### src/rtl/lsu_pkg.sv
package lsu_pkg;

    typedef enum logic [1:0] {
        SZ_BYTE = 2'd0,
        SZ_HALF = 2'd1,
        SZ_WORD = 2'd2,
        SZ_DBL  = 2'd3
    } acc_size_e;

    typedef enum logic [1:0] {
        ST_IDLE,
        ST_BEAT,
        ST_WAIT,
        ST_UPD
    } seq_state_e;

    typedef struct packed {
        logic      store;
        acc_size_e size;
        logic      sgn;
        logic      upd;
        logic      idx_form;
        logic      quad;
        logic      prefixed;
        logic      le;
    } op_ctl_t;

    // Pair is swapped only for the little-endian, non-prefixed quad form
    function automatic logic pair_swapped(input op_ctl_t c);
        return c.le && !c.prefixed;
    endfunction

endpackage

### src/rtl/lsu_ea_gen.sv
module lsu_ea_gen
    import lsu_pkg::*;
#(
    parameter int XLEN  = 64,
    parameter int RA_W  = 5,
    parameter int IMM_W = 16
) (
    input  op_ctl_t          ctl,
    input  logic [RA_W-1:0]  ra,
    input  logic [RA_W-1:0]  rt,
    input  logic [IMM_W-1:0] imm,
    input  logic [XLEN-1:0]  base_val,
    input  logic [XLEN-1:0]  index_val,
    output logic [XLEN-1:0]  ea,
    output logic             bad_form
);
    localparam int EXT_W = XLEN - IMM_W;

    logic [XLEN-1:0] base_eff;
    logic [XLEN-1:0] offset;
    logic            ra_zero;
    logic            ra_is_rt;

    assign ra_zero  = (ra == '0);
    assign ra_is_rt = (ra == rt);
    assign base_eff = ra_zero ? '0 : base_val;
    assign offset   = ctl.idx_form ? index_val : {{EXT_W{imm[IMM_W-1]}}, imm};
    assign ea       = base_eff + offset;

    always_comb begin
        bad_form = 1'b0;
        if (ctl.quad) begin
            bad_form = !ctl.store && ra_is_rt;
        end else if (ctl.upd) begin
            bad_form = ra_zero || (!ctl.store && ra_is_rt);
        end
    end

endmodule

### src/rtl/lsu_lane_unit.sv
module lsu_lane_unit
    import lsu_pkg::*;
#(
    parameter int XLEN = 64
) (
    input  acc_size_e              size,
    input  logic                   sgn,
    input  logic [$clog2(XLEN/8)-1:0] lane,
    input  logic [XLEN-1:0]        st_data,
    input  logic [XLEN-1:0]        rsp_data,
    output logic [XLEN/8-1:0]      be,
    output logic [XLEN-1:0]        wdata,
    output logic [XLEN-1:0]        ld_data
);
    localparam int LANES = XLEN / 8;
    localparam int OFF_W = $clog2(LANES);

    logic [LANES-1:0]  size_mask;
    logic [OFF_W+2:0]  bit_sh;
    logic [XLEN-1:0]   shifted;

    generate
        for (genvar i = 0; i < LANES; i++) begin : g_mask
            assign size_mask[i] = (i < (1 << size));
        end
    endgenerate

    assign bit_sh  = {lane, 3'b000};
    assign be      = size_mask << lane;
    assign wdata   = st_data << bit_sh;
    assign shifted = rsp_data >> bit_sh;

    always_comb begin
        unique case (size)
            SZ_BYTE: ld_data = {{(XLEN-8){1'b0}}, shifted[7:0]};
            SZ_HALF: ld_data = {{(XLEN-16){sgn & shifted[15]}}, shifted[15:0]};
            SZ_WORD: ld_data = {{(XLEN-32){sgn & shifted[31]}}, shifted[31:0]};
            default: ld_data = shifted;
        endcase
    end

endmodule

### src/rtl/lsu_agen_seq.sv
module lsu_agen_seq
    import lsu_pkg::*;
#(
    parameter int XLEN  = 64,
    parameter int RA_W  = 5,
    parameter int IMM_W = 16
) (
    input  logic              clk,
    input  logic              rst,
    input  logic              op_valid,
    output logic              op_ready,
    input  logic              op_store,
    input  logic [1:0]        op_size,
    input  logic              op_signed,
    input  logic              op_update,
    input  logic              op_indexed,
    input  logic              op_quad,
    input  logic              op_prefixed,
    input  logic              op_le,
    input  logic [RA_W-1:0]   op_ra,
    input  logic [RA_W-1:0]   op_rt,
    input  logic [IMM_W-1:0]  op_imm,
    input  logic [XLEN-1:0]   base_val,
    input  logic [XLEN-1:0]   index_val,
    input  logic [XLEN-1:0]   src_lo,
    input  logic [XLEN-1:0]   src_hi,
    output logic              mem_req_valid,
    input  logic              mem_req_ready,
    output logic              mem_req_we,
    output logic [XLEN-1:0]   mem_req_addr,
    output logic [XLEN/8-1:0] mem_req_be,
    output logic [XLEN-1:0]   mem_req_wdata,
    input  logic              mem_rsp_valid,
    input  logic [XLEN-1:0]   mem_rsp_data,
    output logic              rf_we,
    output logic [RA_W-1:0]   rf_waddr,
    output logic [XLEN-1:0]   rf_wdata,
    output logic              illegal
);
    localparam int LANES = XLEN / 8;
    localparam int OFF_W = $clog2(LANES);

    seq_state_e       state;
    op_ctl_t          ctl_in, ctl_q;
    logic [RA_W-1:0]  ra_q, rt_q;
    logic [XLEN-1:0]  ea_q, d_lo_q, d_hi_q;
    logic             beat_q;
    logic             illegal_q;

    logic [XLEN-1:0]  ea_w;
    logic             bad_w;

    always_comb begin
        ctl_in.store    = op_store;
        ctl_in.size     = op_quad ? SZ_DBL : acc_size_e'(op_size);
        ctl_in.sgn      = op_signed;
        ctl_in.upd      = op_update && !op_quad;
        ctl_in.idx_form = op_indexed;
        ctl_in.quad     = op_quad;
        ctl_in.prefixed = op_prefixed;
        ctl_in.le       = op_le;
    end

    lsu_ea_gen #(.XLEN(XLEN), .RA_W(RA_W), .IMM_W(IMM_W)) u_ea (
        .ctl       (ctl_in),
        .ra        (op_ra),
        .rt        (op_rt),
        .imm       (op_imm),
        .base_val  (base_val),
        .index_val (index_val),
        .ea        (ea_w),
        .bad_form  (bad_w)
    );

    // Beat-level steering
    logic             second_slot;
    logic [XLEN-1:0]  beat_addr;
    logic [XLEN-1:0]  beat_src;
    logic [RA_W-1:0]  beat_reg;
    logic [OFF_W-1:0] beat_lane;
    logic [XLEN-1:0]  ld_data;
    logic             more_beats;

    assign second_slot = ctl_q.quad && (beat_q ^ pair_swapped(ctl_q));
    assign beat_addr   = ea_q + (beat_q ? XLEN'(LANES) : '0);
    assign beat_src    = second_slot ? d_hi_q : d_lo_q;
    assign beat_reg    = second_slot ? rt_q + 1'b1 : rt_q;
    assign beat_lane   = ctl_q.quad ? '0 : beat_addr[OFF_W-1:0];
    assign more_beats  = ctl_q.quad && !beat_q;

    lsu_lane_unit #(.XLEN(XLEN)) u_lane (
        .size     (ctl_q.size),
        .sgn      (ctl_q.sgn),
        .lane     (beat_lane),
        .st_data  (beat_src),
        .rsp_data (mem_rsp_data),
        .be       (mem_req_be),
        .wdata    (mem_req_wdata),
        .ld_data  (ld_data)
    );

    always_ff @(posedge clk) begin
        if (rst) begin
            state     <= ST_IDLE;
            ctl_q     <= '0;
            ra_q      <= '0;
            rt_q      <= '0;
            ea_q      <= '0;
            d_lo_q    <= '0;
            d_hi_q    <= '0;
            beat_q    <= 1'b0;
            illegal_q <= 1'b0;
        end else begin
            illegal_q <= 1'b0;
            unique case (state)
                ST_IDLE: begin
                    if (op_valid) begin
                        ctl_q  <= ctl_in;
                        ra_q   <= op_ra;
                        rt_q   <= op_rt;
                        ea_q   <= ea_w;
                        d_lo_q <= src_lo;
                        d_hi_q <= src_hi;
                        beat_q <= 1'b0;
                        if (bad_w) illegal_q <= 1'b1;
                        else       state     <= ST_BEAT;
                    end
                end
                ST_BEAT: begin
                    if (mem_req_ready) begin
                        if (!ctl_q.store)    state  <= ST_WAIT;
                        else if (more_beats) beat_q <= 1'b1;
                        else if (ctl_q.upd)  state  <= ST_UPD;
                        else                 state  <= ST_IDLE;
                    end
                end
                ST_WAIT: begin
                    if (mem_rsp_valid) begin
                        if (more_beats) begin
                            beat_q <= 1'b1;
                            state  <= ST_BEAT;
                        end else if (ctl_q.upd) begin
                            state <= ST_UPD;
                        end else begin
                            state <= ST_IDLE;
                        end
                    end
                end
                default: state <= ST_IDLE;
            endcase
        end
    end

    assign op_ready      = (state == ST_IDLE);
    assign illegal       = illegal_q;
    assign mem_req_valid = (state == ST_BEAT);
    assign mem_req_we    = ctl_q.store;
    assign mem_req_addr  = beat_addr;
    assign rf_we         = (state == ST_UPD) || ((state == ST_WAIT) && mem_rsp_valid);
    assign rf_waddr      = (state == ST_UPD) ? ra_q : beat_reg;
    assign rf_wdata      = (state == ST_UPD) ? ea_q : ld_data;

endmodule

### config.mk
export PLATFORM = sky130hd
export DESIGN_NAME = lsu_agen_seq
export DESIGN_NICKNAME = d
export VERILOG_FILES = /design/src/rtl/lsu_pkg.sv /design/src/rtl/lsu_ea_gen.sv /design/src/rtl/lsu_lane_unit.sv /design/src/rtl/lsu_agen_seq.sv
export SDC_FILE = /design/constraint.sdc
export NUM_CORES = 1
export LEC_CHECK = 0
export BUFFER_PORTS_ARGS = -buffer_cell sky130_fd_sc_hd__buf_2
export CAP_MARGIN = 20
export CORE_ASPECT_RATIO = 1.75
export CORE_MARGIN = 2
export CORE_UTILIZATION = 35
export CTS_CLUSTER_DIAMETER = 30
export DETAILED_ROUTE_END_ITERATION = 8
export PLACE_DENSITY = 0.67
export SETUP_SLACK_MARGIN = 0.3
export SLEW_MARGIN = 20
export SYNTH_ARGS = -nofsm -noshare
export SYNTH_HDL_FRONTEND = slang
export SYNTH_SLANG_ARGS = --single-unit
### constraint.sdc
create_clock -name clk -period 5.1 [get_ports clk]
set_input_delay 0.765 -clock clk [delete_from_list [all_inputs] [get_ports clk]]
set_output_delay 0.765 -clock clk [all_outputs]
set_load 0.01 [all_outputs]
Yosys cells after proc, flatten, opt, wreduce, memory -nomap -nowiden
Index checks and enable logic that the tools add are counted. W data, S select, Z words.

Add/sub/neg operators: 3. Magnitude comparators: 8. Eq/ne operators: 12. Shift operators: 4. Mux-type cells: 28. Bitwise logic cells: 5. Reductions and logical operators: 20.

Operators with widths (number): $mux W64 (4); $pmux W64 S3 (1); $lt A4 B32 Y1 const A (4); $add A64 B4 Y64 (1); $add A64 B64 Y64 (1); $lt A3 B32 Y1 const A (2); $shl A64 B6 Y64 (1); $shr A64 B6 Y64 (1); $lt A1 B32 Y1 const A (1); $lt A2 B32 Y1 const A (1); $shl A1 B2 Y32 const A (1); $mux W2 (9); $mux W5 (2); $reduce_and A5 Y1 (2); $mux W1 (8); $shl A8 B3 Y8 (1); $eq A2 B2 Y1 const B (3); $logic_and A1 B1 Y1 (6); $ne A2 B2 Y1 const B (3); $pmux W2 S3 (1); $add A5 B1 Y5 const B (1); $eq A5 B5 Y1 (1); $logic_not A5 Y1 (1); $eq A2 B1 Y1 const B (2); 14 further kinds (22).

Flip-flop bits (word level): 214. Input bits: 360. Output and inout bits: 210. Logic and storage cells: 95.

Logic depth before layout (Yosys ltp)
Gate-level depths: netlist of the first run.

Depth after elaboration: 8. Gate-level depth with buffers: 18. Mapped depth without buffers: 16.

By module
From an unflattened synthesis of the first run, not the netlist that was laid out.

Cells, all modules: 2681. Area total of the unflattened synthesis: 19102.1 µm².

By module, submodules not included: lsu_agen_seq (instances 1, cells each 1330, area an instance 10526.3 µm², seq. area each 4284.1 µm²); lsu_ea_gen (instances 1, cells each 757, area an instance 4770.8 µm², seq. area each 0.0 µm²); lsu_lane_unit (instances 1, cells each 594, area an instance 3804.9 µm², seq. area each 0.0 µm²).

Worst setup path before layout of the first run
No wires, ideal clock.

Path type: input port to flip-flop. Start point: in op_ra[0]. End point: reg ea_q[56]. Setup time: 117 ps. Data arrival time: 4858 ps. Required time: 4983 ps. Path slack: 125 ps. Stages on the path: 17. Buffers on the path: 1. Path through: or4_1 > nor2_1 > clkbuf_1 > nor2b_1 > ha_1 > fa_1 > a21o_1 > a221oi_2 > o211a_1 > o22ai_1 > nand4_1 > a31oi_1 > a221oi_1 > o21a_1 > nor4_1 > or3_1 > a32o_1.

Longest elaborated chain between the ends: 3.

Ends and longest elaborated chain: start, declared (RTL line lsu_agen_seq.sv:20) `input logic [RA_W-1:0] op_ra,`; $logic_not A5 Y1 (RTL line lsu_ea_gen.sv:24) `assign ra_zero = (ra == '0);`; $mux W64 (RTL line lsu_ea_gen.sv:26) `assign base_eff = ra_zero ? '0 : base_val;`; $add A64 B64 Y64 (RTL line lsu_ea_gen.sv:28) `assign ea = base_eff + offset;`; end signal, assigned (RTL line lsu_agen_seq.sv:121) `ea_q <= ea_w;`; end, declared (RTL line lsu_agen_seq.sv:46) `logic [XLEN-1:0] ea_q, d_lo_q, d_hi_q;`.

Every way passes these cells. A chain may end at the register's enable or synchronous reset.

Worst setup path in the final report of the first run
Start point: reg ea_q[13]. End point: out mem_req_addr[58].

Longest elaborated chain between the ends: 1.

Ends and longest elaborated chain: $add A64 B4 Y64 (RTL line lsu_agen_seq.sv:85) `assign beat_addr = ea_q + (beat_q ? XLEN'(LANES) : '0);`; end, declared (RTL line lsu_agen_seq.sv:30) `output logic [XLEN-1:0] mem_req_addr,`.

Every way passes these cells.

==> results of run 1 <==
==> layout by cell type, fill, tap and decap left out, types with 9 or more instances in the layout <==
cell type,n
inv_1,75
o22ai_1,18
o21bai_1,13
o21ai_0,147
o221ai_1,12
o211ai_1,12
a22oi_1,15
dfxtp_1,211
mux2i_1,73
nor3_1,24
nand2_1,682
nand3_1,48
mux2_2,46
clkbuf_16,44
ha_1,69
a31oi_1,14
buf_2,568
and3_1,12
nand4_1,30
a221oi_1,9
xor2_1,28
a21o_1,35
nor2b_1,74
a21oi_1,430
o22a_1,13
a211oi_1,12
buf_4,92
xnor2_1,96
diode_2,20
nand2b_1,10
nor2_1,178
==> layout make-up <==
cell class	count	area [um^2]
flip-flops and latches	214	4290
clock buffers	48	1160
diodes	20	50.0
well taps	672	841
repair buffers	666	3640
fillers	5534	27700
inverters	75	282
multi-input cells	2222	12800
clock inverters	33	449
==> path summary, 6_finish.rpt <==
path / end / slack [ns] / cells past startpoint
max reg2reg: ea_q[58]$_SDFFE_PP0P_ / 2.47 / 7
min reg2reg: d_lo_q[32]$_SDFFE_PP0P_ / 0.45 / 2
min: ctl_q[1]$_SDFFE_PP0P_ / 0.42 / 3
max: mem_req_addr[58] / 0.46 / 12
==> logic make-up after synthesis <==
logic type | share of synthesized area [%]
compound gates | 25.2
xor+xnor | 6.01
fa+ha+maj | 4.96
buf+inv | 5.95
flops | 23.7
mux | 7.90
simple gates | 26.3
==> layer usage <==
metal | global-route usage, % | vias to the layer above | part of all wire, %
li1 | - | 10400 | -
met2 | 61.6 | 1069 | 51
met5 | 0 | - | 0.20
met1 | 34.1 | 10200 | 34
met4 | 22.0 | 30 | 7.8
met3 | 5.66 | 320 | 6.7
==> synthesized netlist by cell type, types with 21 or more instances <==
| library cell | count |
|---|---|
| a21o_1 | 35 |
| a21oi_1 | 430 |
| buf_1 | 21 |
| clkbuf_1 | 175 |
| dfxtp_1 | 214 |
| ha_1 | 70 |
| inv_1 | 75 |
| mux2_2 | 46 |
| mux2i_1 | 73 |
| nand2_1 | 683 |
| nand3_1 | 48 |
| nand4_1 | 30 |
| nor2_1 | 180 |
| nor2b_1 | 78 |
| nor3_1 | 25 |
| o21ai_0 | 147 |
| xnor2_1 | 96 |
| xor2_1 | 28 |
==> flip-flops by register name, summed over array words and instances (netlist names) <==
name	cells
d_hi_q	64
d_lo_q	64
ea_q	64
ctl_q	7
ra_q	5
rt_q	5
state	2
beat_q	1
illegal	1
mem_req_we	1
==> worst min-delay path: stages <==
cell	delay, ns
buf_2	0.09
nand2_1	0.04
a21oi_1	0.05
==> power breakdown <==
| group | leakage, uW | internal, uW | total [uW] | switching [uW] |
|---|---|---|---|---|
| Combinational | 0.00803 | 1700 | 4960 | 3250 |
| Sequential | 0.00176 | 2020 | 2360 | 341 |
| Clock | 0.000786 | 2030 | 3130 | 1100 |
| Total | 0.0106 | 5750 | 10400 | 4700 |
==> through the flow <==
| step | setup WS, ns | instance area, um^2 | cells | utilization [%] | hold WS, ns |
|---|---|---|---|---|---|
| 2_1_floorplan | 0.301 | 18100 | 2717 | - | 0.431 |
| 3_3_place_gp | 0.0499 | 21800 | 3849 | 42.6 | 0.438 |
| 3_5_place_dp | 0.00735 | 21800 | 3849 | 42.6 | 0.444 |
| 4_1_cts | 0.388 | 23400 | 3930 | 45.8 | 0.408 |
| 5_1_grt | 0.237 | 23500 | 3941 | 45.9 | 0.424 |
| 6_report | 0.457 | 23500 | 3950 | 45.9 | 0.421 |
==> impl_summary.log, run 1 <==
INFO  metric worst_setup_path_startpoint = ea_q[13]$_SDFFE_PP0P_
INFO  metric drc_violation_count_after_routing = 0
INFO  metric layout-area-overhead-vs-synth = 30.1%
INFO  metric min_from = op_prefixed
INFO  metric result_of_the_run = finished clean
INFO  metric worst-endpoint-required = 4.34 ns
INFO  metric slew_headroom = 24.1%
INFO  metric rr_startpoint = state[0]$_SDFFE_PP0P_
INFO  metric hold_buffers = 0
INFO  metric achievable-frequency = 215 MHz
INFO  metric post_syn_area_per_cell = 6.65 um^2
INFO  metric die_height = 305 um
INFO  metric yosysWarnings = 0
INFO  metric portBuffers = 569
INFO  metric ant_nets = 0
INFO  metric io_pins = 570
INFO  metric grt_pass1_vias = 21600
INFO  metric synthesis.area = 18100 um^2
INFO  metric clock_slew_seen_by_the_registers_of_the_worst_setup_and_hold_paths = 0.05 ns
INFO  metric gr-usage-all-layers = 33.4%
INFO  metric syn-instance-count = 2717
INFO  metric yosys_most_used_dff = dfxtp_1
INFO  metric crit_top_cell = and3_1
INFO  metric critical_path.cell_chain = and3_1 -> and3_1 -> nand3_1 -> nor2_1 -> and3_1 -> and2_1 -> nor2b_1 -> nor2b_2 -> nor2b_4 -> nand3_1 -> xnor2_1 -> buf_2
INFO  metric globalRoute.totalOverflow = 0
INFO  metric cts_setup_buffers = 0
INFO  metric vdd_drop_max = 259 uV
INFO  metric die_area = 53600 um^2
INFO  metric final-setup-viol-count = 0
INFO  metric clock_sink_count = 214
INFO  metric detail_route.iter0.violations = 1665
INFO  metric yosysTopAreaCell = dfxtp_1
INFO  metric final_estimated_routing_congestion_in_global_placement = 1.01
INFO  metric total_of_max_cap_violations = 0
INFO  metric synth.top_cell.area_share = 23.7%
INFO  metric timing.final.hold_violations = 0
INFO  metric cp_max_fo = 7
INFO  metric yosys_register_bits = 214
INFO  metric power_leakage = 0.0106 uW
INFO  metric htree_levels = 2
INFO  metric via_per_inst = 5.58
INFO  metric clock_latency_on_the_worst_skew_pair = 0.58 ns
INFO  metric row_count = 110
INFO  metric number_of_antenna_violations_at_the_first_check_in_global_routing = 38
INFO  metric netlist-cell-type-count = 72
INFO  metric clock-root-buffer = clkbuf_16
INFO  metric clock_tree.buffer_depth = 3
INFO  metric power-per-cell-area = 444 nW/um^2
INFO  metric synth_seq_area_share = 23.7%
INFO  metric final.period_utilization = 91.0%
INFO  metric cts_inserted_buffers = 44
INFO  metric cpLargestDelayFamily = simple AND/OR/NAND/NOR gates
INFO  metric setup_repair_after_global_routing_missed_its_margin = true
INFO  metric dr_total_vias = 22000
INFO  metric grt_first_pass_wirelength = 135 mm
INFO  metric worst_setup_ep_type = primary output
INFO  metric worst-path-buf-inv = 1
INFO  metric synth_edf_count = 0
INFO  metric chipWidth = 176 um
INFO  metric coreArea = 51200 um^2
INFO  metric worst_path_max_delay_cell = dfxtp_1
INFO  metric critical_path_arrival = 3.88 ns
INFO  metric totalPowerFinal = 10400 uW
INFO  metric worst_path_largest_cell_delay = 0.44 ns
INFO  metric drt-wirelength-per-cell = 23.6 um
INFO  metric finish.net_count = 3654
INFO  metric min-delay-path-class = in -> reg
INFO  metric pin_count_of_the_biggest_net_entering_global_routing = 133
INFO  metric final_layout_size_suffix_gt1_share = 25.8%
INFO  metric max_slew.worst_pin.slew = 1.13 ns
INFO  metric async_reset_ff_share = 0%
INFO  metric slew_viol_final = 0
INFO  metric finClkSkew = 0.0266 ns
INFO  metric dpl.hpwl = 74.1 mm
INFO  metric cts_resized = 4
INFO  metric first_pass_iters = 5
INFO  metric mappedNetlistNets = 3148
INFO  metric start_util = 35.3%
INFO  metric critical_path_class = reg -> out
INFO  metric cp-start-kind = flip-flop
INFO  metric setup_tns = 0 ns
INFO  metric tritoncts = done
INFO  metric routed_wire_length = 93.2 mm
INFO  metric ys_top_cells_by_area = dfxtp_1 (24%), nand2_1 (14%), a21oi_1 (12%)
INFO  metric fin_crit = 4.64 ns
Power figures use the tool's default switching activity.
==> run 2: changes to the inputs <==
PLACE_DENSITY = 0.66   (was 0.67)
SYNTH_HIERARCHICAL = 1   (was not set)
==> run 2 against run 1 <==
Clock-buffer cell count rose by 7. Highest routed layer unchanged. Routed wire length rose by 0.70%. Core utilization fell by 0.96 points. Largest cell class unchanged.
==> impl_summary.log, run 2 <==
INFO  metric mostFrequentLayoutCell = nand2_1
INFO  metric yosysWarnings = 6 (+6)
INFO  metric drc_violation_count_after_routing = 0 (unchanged)
INFO  metric power-per-cell-area = 347 nW/um^2 (-22%)
INFO  metric async_reset_ff_share = 0% (unchanged)
INFO  metric ant_nets = 0 (unchanged)
INFO  metric power.share.sequential = 24.5% (+1.9 points)
INFO  metric dr_total_vias = 22100 (+0.44%)
INFO  metric synth.cells.most_frequent = nand2_1 (699), a21oi_1 (338), dfxtp_1 (214)
INFO  metric synth_seq_area_share = 22.4% (-1.3 points)
INFO  metric finish.net_count = 3604 (-1.4%)
INFO  metric finClkSkew = 0.0179 ns (-0.00869 ns)
INFO  metric htree_levels = 2 (unchanged)
INFO  metric start_util = 35.3% (about the same)
INFO  metric yosysTopAreaCell = dfxtp_1
INFO  metric number_of_antenna_violations_at_the_first_check_in_global_routing = 14 (-63%)
INFO  metric first_pass_iters = 8 (+3)
INFO  metric dpl.cell_count = 3812 (-0.96%)
INFO  metric die_height = 313 um (+2.8%)
INFO  metric io_pins = 570 (unchanged)
INFO  metric coreArea = 54200 um^2 (+5.8%)
INFO  metric holdPathStages = 3 (unchanged)
INFO  metric power.clock.fraction = 39.1% (+9.1 points)
INFO  metric final_cells = 3909 (-1.0%)
INFO  metric ff2ff_path_depth = 6 (-1)
INFO  metric timing.final.hold_violations = 0 (unchanged)
INFO  metric routed_wire_length = 93.8 mm (+0.70%)
INFO  metric cts_setup_buffers = 0 (unchanged)
INFO  metric total_switching_power = 3260 uW (-31%)
INFO  metric p_comb_share = 36.4% (-11 points)
INFO  metric netSwitchingFraction = 38.6% (-6.3 points)
INFO  metric netlist-cell-type-count = 83 (+15%)
INFO  metric mappedNetlistNets = 3113 (-1.1%)
INFO  metric fin_crit = 4.61 ns (-0.0365 ns)
INFO  metric cp_max_fo = 70 (+63)
INFO  metric critical_path_arrival = 3.84 ns (-0.04 ns)
INFO  metric final_estimated_routing_congestion_in_global_placement = 1.00 (-0.83%)
INFO  metric cp-start-kind = flip-flop
INFO  metric reg2reg_to = ea_q[51]$_SDFFE_PP0N_
INFO  metric hold_buffers = 0 (unchanged)
INFO  metric chipWidth = 181 um (+2.7%)
INFO  metric power.internal = 5180 uW (-9.9%)
INFO  metric via_per_inst = 5.66 (+1.5%)
INFO  metric layout-area-overhead-vs-synth = 27.5%
INFO  metric portBuffers = 569 (unchanged)
INFO  metric final_cell_mix = nand2_1 (698), buf_2 (568), a21oi_1 (338)
INFO  metric slew_headroom = 22.9% (-1.2 points)
INFO  metric total_of_max_cap_violations = 0 (unchanged)
INFO  metric final-setup-viol-count = 0 (unchanged)
INFO  metric row_count = 113 (+2.7%)
INFO  metric detail_route.iter0.violations = 1682 (+1.0%)
INFO  metric max_slew.worst_pin.slew = 1.16 ns (+0.0299 ns)
INFO  metric regToRegSetupSlack = 2.60 ns (+0.13 ns)
INFO  metric rr_startpoint = state[0]$_SDFFE_PP0P_
INFO  metric cts_inserted_buffers = 48 (+9.1%)
INFO  metric critical_path_class = reg -> out
INFO  metric result_of_the_run = finished clean
INFO  metric top_regs = d_hi_q (64), d_lo_q (64), ea_q (64)
INFO  metric clock_tree.buffer_depth = 3 (unchanged)
INFO  metric final_core_utilization = 45.0% (-0.96 points)
INFO  metric clock_latency_on_the_worst_skew_pair = 0.56 ns (-0.02 ns)
INFO  metric worst-endpoint-required = 4.34 ns (about the same)
INFO  metric clock_sink_count = 214 (unchanged)
INFO  metric min_to = d_hi_q[12]$_SDFFE_PP0N_
INFO  metric slew_viol_final = 0 (unchanged)
INFO  metric achievable-frequency = 217 MHz (+0.79%)
INFO  metric min-delay-path-class = in -> reg
INFO  metric dpl.hpwl = 74.9 mm (+1.1%)
INFO  metric clock_slew_seen_by_the_registers_of_the_worst_setup_and_hold_paths = 0.06 ns (about the same)
INFO  metric yosys_register_bits = 214 (unchanged)
INFO  metric power_leakage = 0.0110 uW (+3.9%)
INFO  metric final_layout_size_suffix_gt1_share = 29.5% (+3.7 points)
INFO  metric min_from = src_hi[12]
INFO  metric drt-wirelength-per-cell = 24.0 um (+1.8%)
INFO  metric tritoncts = done
INFO  metric ys_top_cells_by_area = dfxtp_1 (22%), nand2_1 (14%), mux2_2 (10%)
INFO  metric grt_first_pass_wirelength = 135 mm (-0.15%)
INFO  metric synthesis.area = 19100 um^2 (+5.7%)
INFO  metric grt_pass1_vias = 21800 (+1.0%)
INFO  metric post_syn_area_per_cell = 7.12 um^2 (+7.1%)
INFO  metric clock-root-buffer = clkbuf_16
INFO  metric syn-instance-count = 2681 (-1.3%)
INFO  metric yosys_most_used_dff = dfxtp_1
INFO  metric pin_count_of_the_biggest_net_entering_global_routing = 104 (-22%)
INFO  metric setup_tns = 0 ns (unchanged)
INFO  metric vdd_drop_max = 248 uV (-4.3%)
INFO  metric gr-usage-all-layers = 31.5% (-1.9 points)
INFO  metric post-synth-top-count-cell = nand2_1
INFO  metric final.period_utilization = 90.3% (-0.72 points)
INFO  metric cts_resized = 0 (-4)
INFO  metric worst_setup_ep_type = primary output
INFO  metric setup_repair_after_global_routing_missed_its_margin = false
INFO  metric synth_edf_count = 0 (unchanged)
INFO  metric globalRoute.totalOverflow = 0 (unchanged)
INFO  metric die_area = 56500 um^2 (+5.6%)
INFO  metric synth.top_cell.area_share = 22.4% (-1.3 points)
## run 2: worst max path at each step
stage          depth (start not counted)  slack [ns]               endpoint                   from
2_1_floorplan                         17        0.47  ea_q[56]$_SDFFE_PP0N_               op_ra[0]
3_3_place_gp                          18        0.23  ea_q[56]$_SDFFE_PP0N_               op_ra[0]
3_5_place_dp                          18        0.20  ea_q[55]$_SDFFE_PP0N_               op_ra[0]
4_1_cts                                6        0.53           rf_wdata[55]  ctl_q[2]$_SDFFE_PP0N_
5_1_grt                               10        0.41      mem_req_wdata[54]  ctl_q[0]$_SDFFE_PP0N_
6_report                               6        0.49           rf_wdata[55]  ctl_q[2]$_SDFFE_PP0N_
## run 2: cell type report
type / count / area [um^2]
Antenna cell: 7 / 17.5
Clock buffer: 55 / 1310
Clock inverter: 35 / 405
Fill cell: 5758 / 29800
Inverter: 29 / 109
Multi-Input combinational cell: 2247 / 14000
Sequential cell: 214 / 4280
Tap cell: 690 / 863
Timing Repair Buffer: 632 / 3390
## run 2: cell families (layout without fill, tap and decap cells)
family | Yosys count | count (layout) | synth area share [%]
AND/OR/NAND/NOR | 1165 | 1165 | 27.5
adder cells (fa/ha/maj) | 72 | 72 | 4.76
flip-flops | 214 | 214 | 22.4
AO/OA/AOI/OAI | 596 | 596 | 18.3
XOR/XNOR | 131 | 131 | 6.01
buffers and inverters | 220 | 751 | 4.85
multiplexers | 283 | 283 | 16.1
other | 0 | 7 | 0
## run 2: worst max-delay path, stage by stage (launching register included)
cell	delay, ns
dfxtp_1	0.67
nor2b_4	0.18
buf_4	0.41
or2_2	0.61
o311ai_0	0.88
mux2_2	0.34
buf_2	0.16
## run 2: power groups by stage
stage               Clock (uW)  Sequential, uW  Combinational, uW
global route              3410            2090               3280
floorplan                    0            2020               1870
global placement             0            2090               3020
detailed placement           0            2100               3020
CTS                       3330            2060               3040
finish                    3300            2070               3070
## run 2: metrics by stage
step           setup WS (ns)  hold slack (ns)  area (um^2)  power (uW)
6_report               0.493            0.434        24300        8440
5_1_grt                0.410            0.428        24300        8780
4_1_cts                0.530            0.411        24300        8430
3_5_place_dp           0.199            0.443        22600        5120
3_3_place_gp           0.232            0.438        22600        5120
2_1_floorplan          0.471            0.432        19100        3890
## run 2: routing by layer
| layer | share of wire [%] | vias to the layer above | global-route usage (%) |
|---|---|---|---|
| li1 | - | 10300 | - |
| met1 | 34 | 10400 | 31.8 |
| met2 | 51 | 1129 | 57.9 |
| met3 | 6.6 | 309 | 4.79 |
| met4 | 8.8 | 6 | 23.6 |
| met5 | 0.043 | - | 0 |
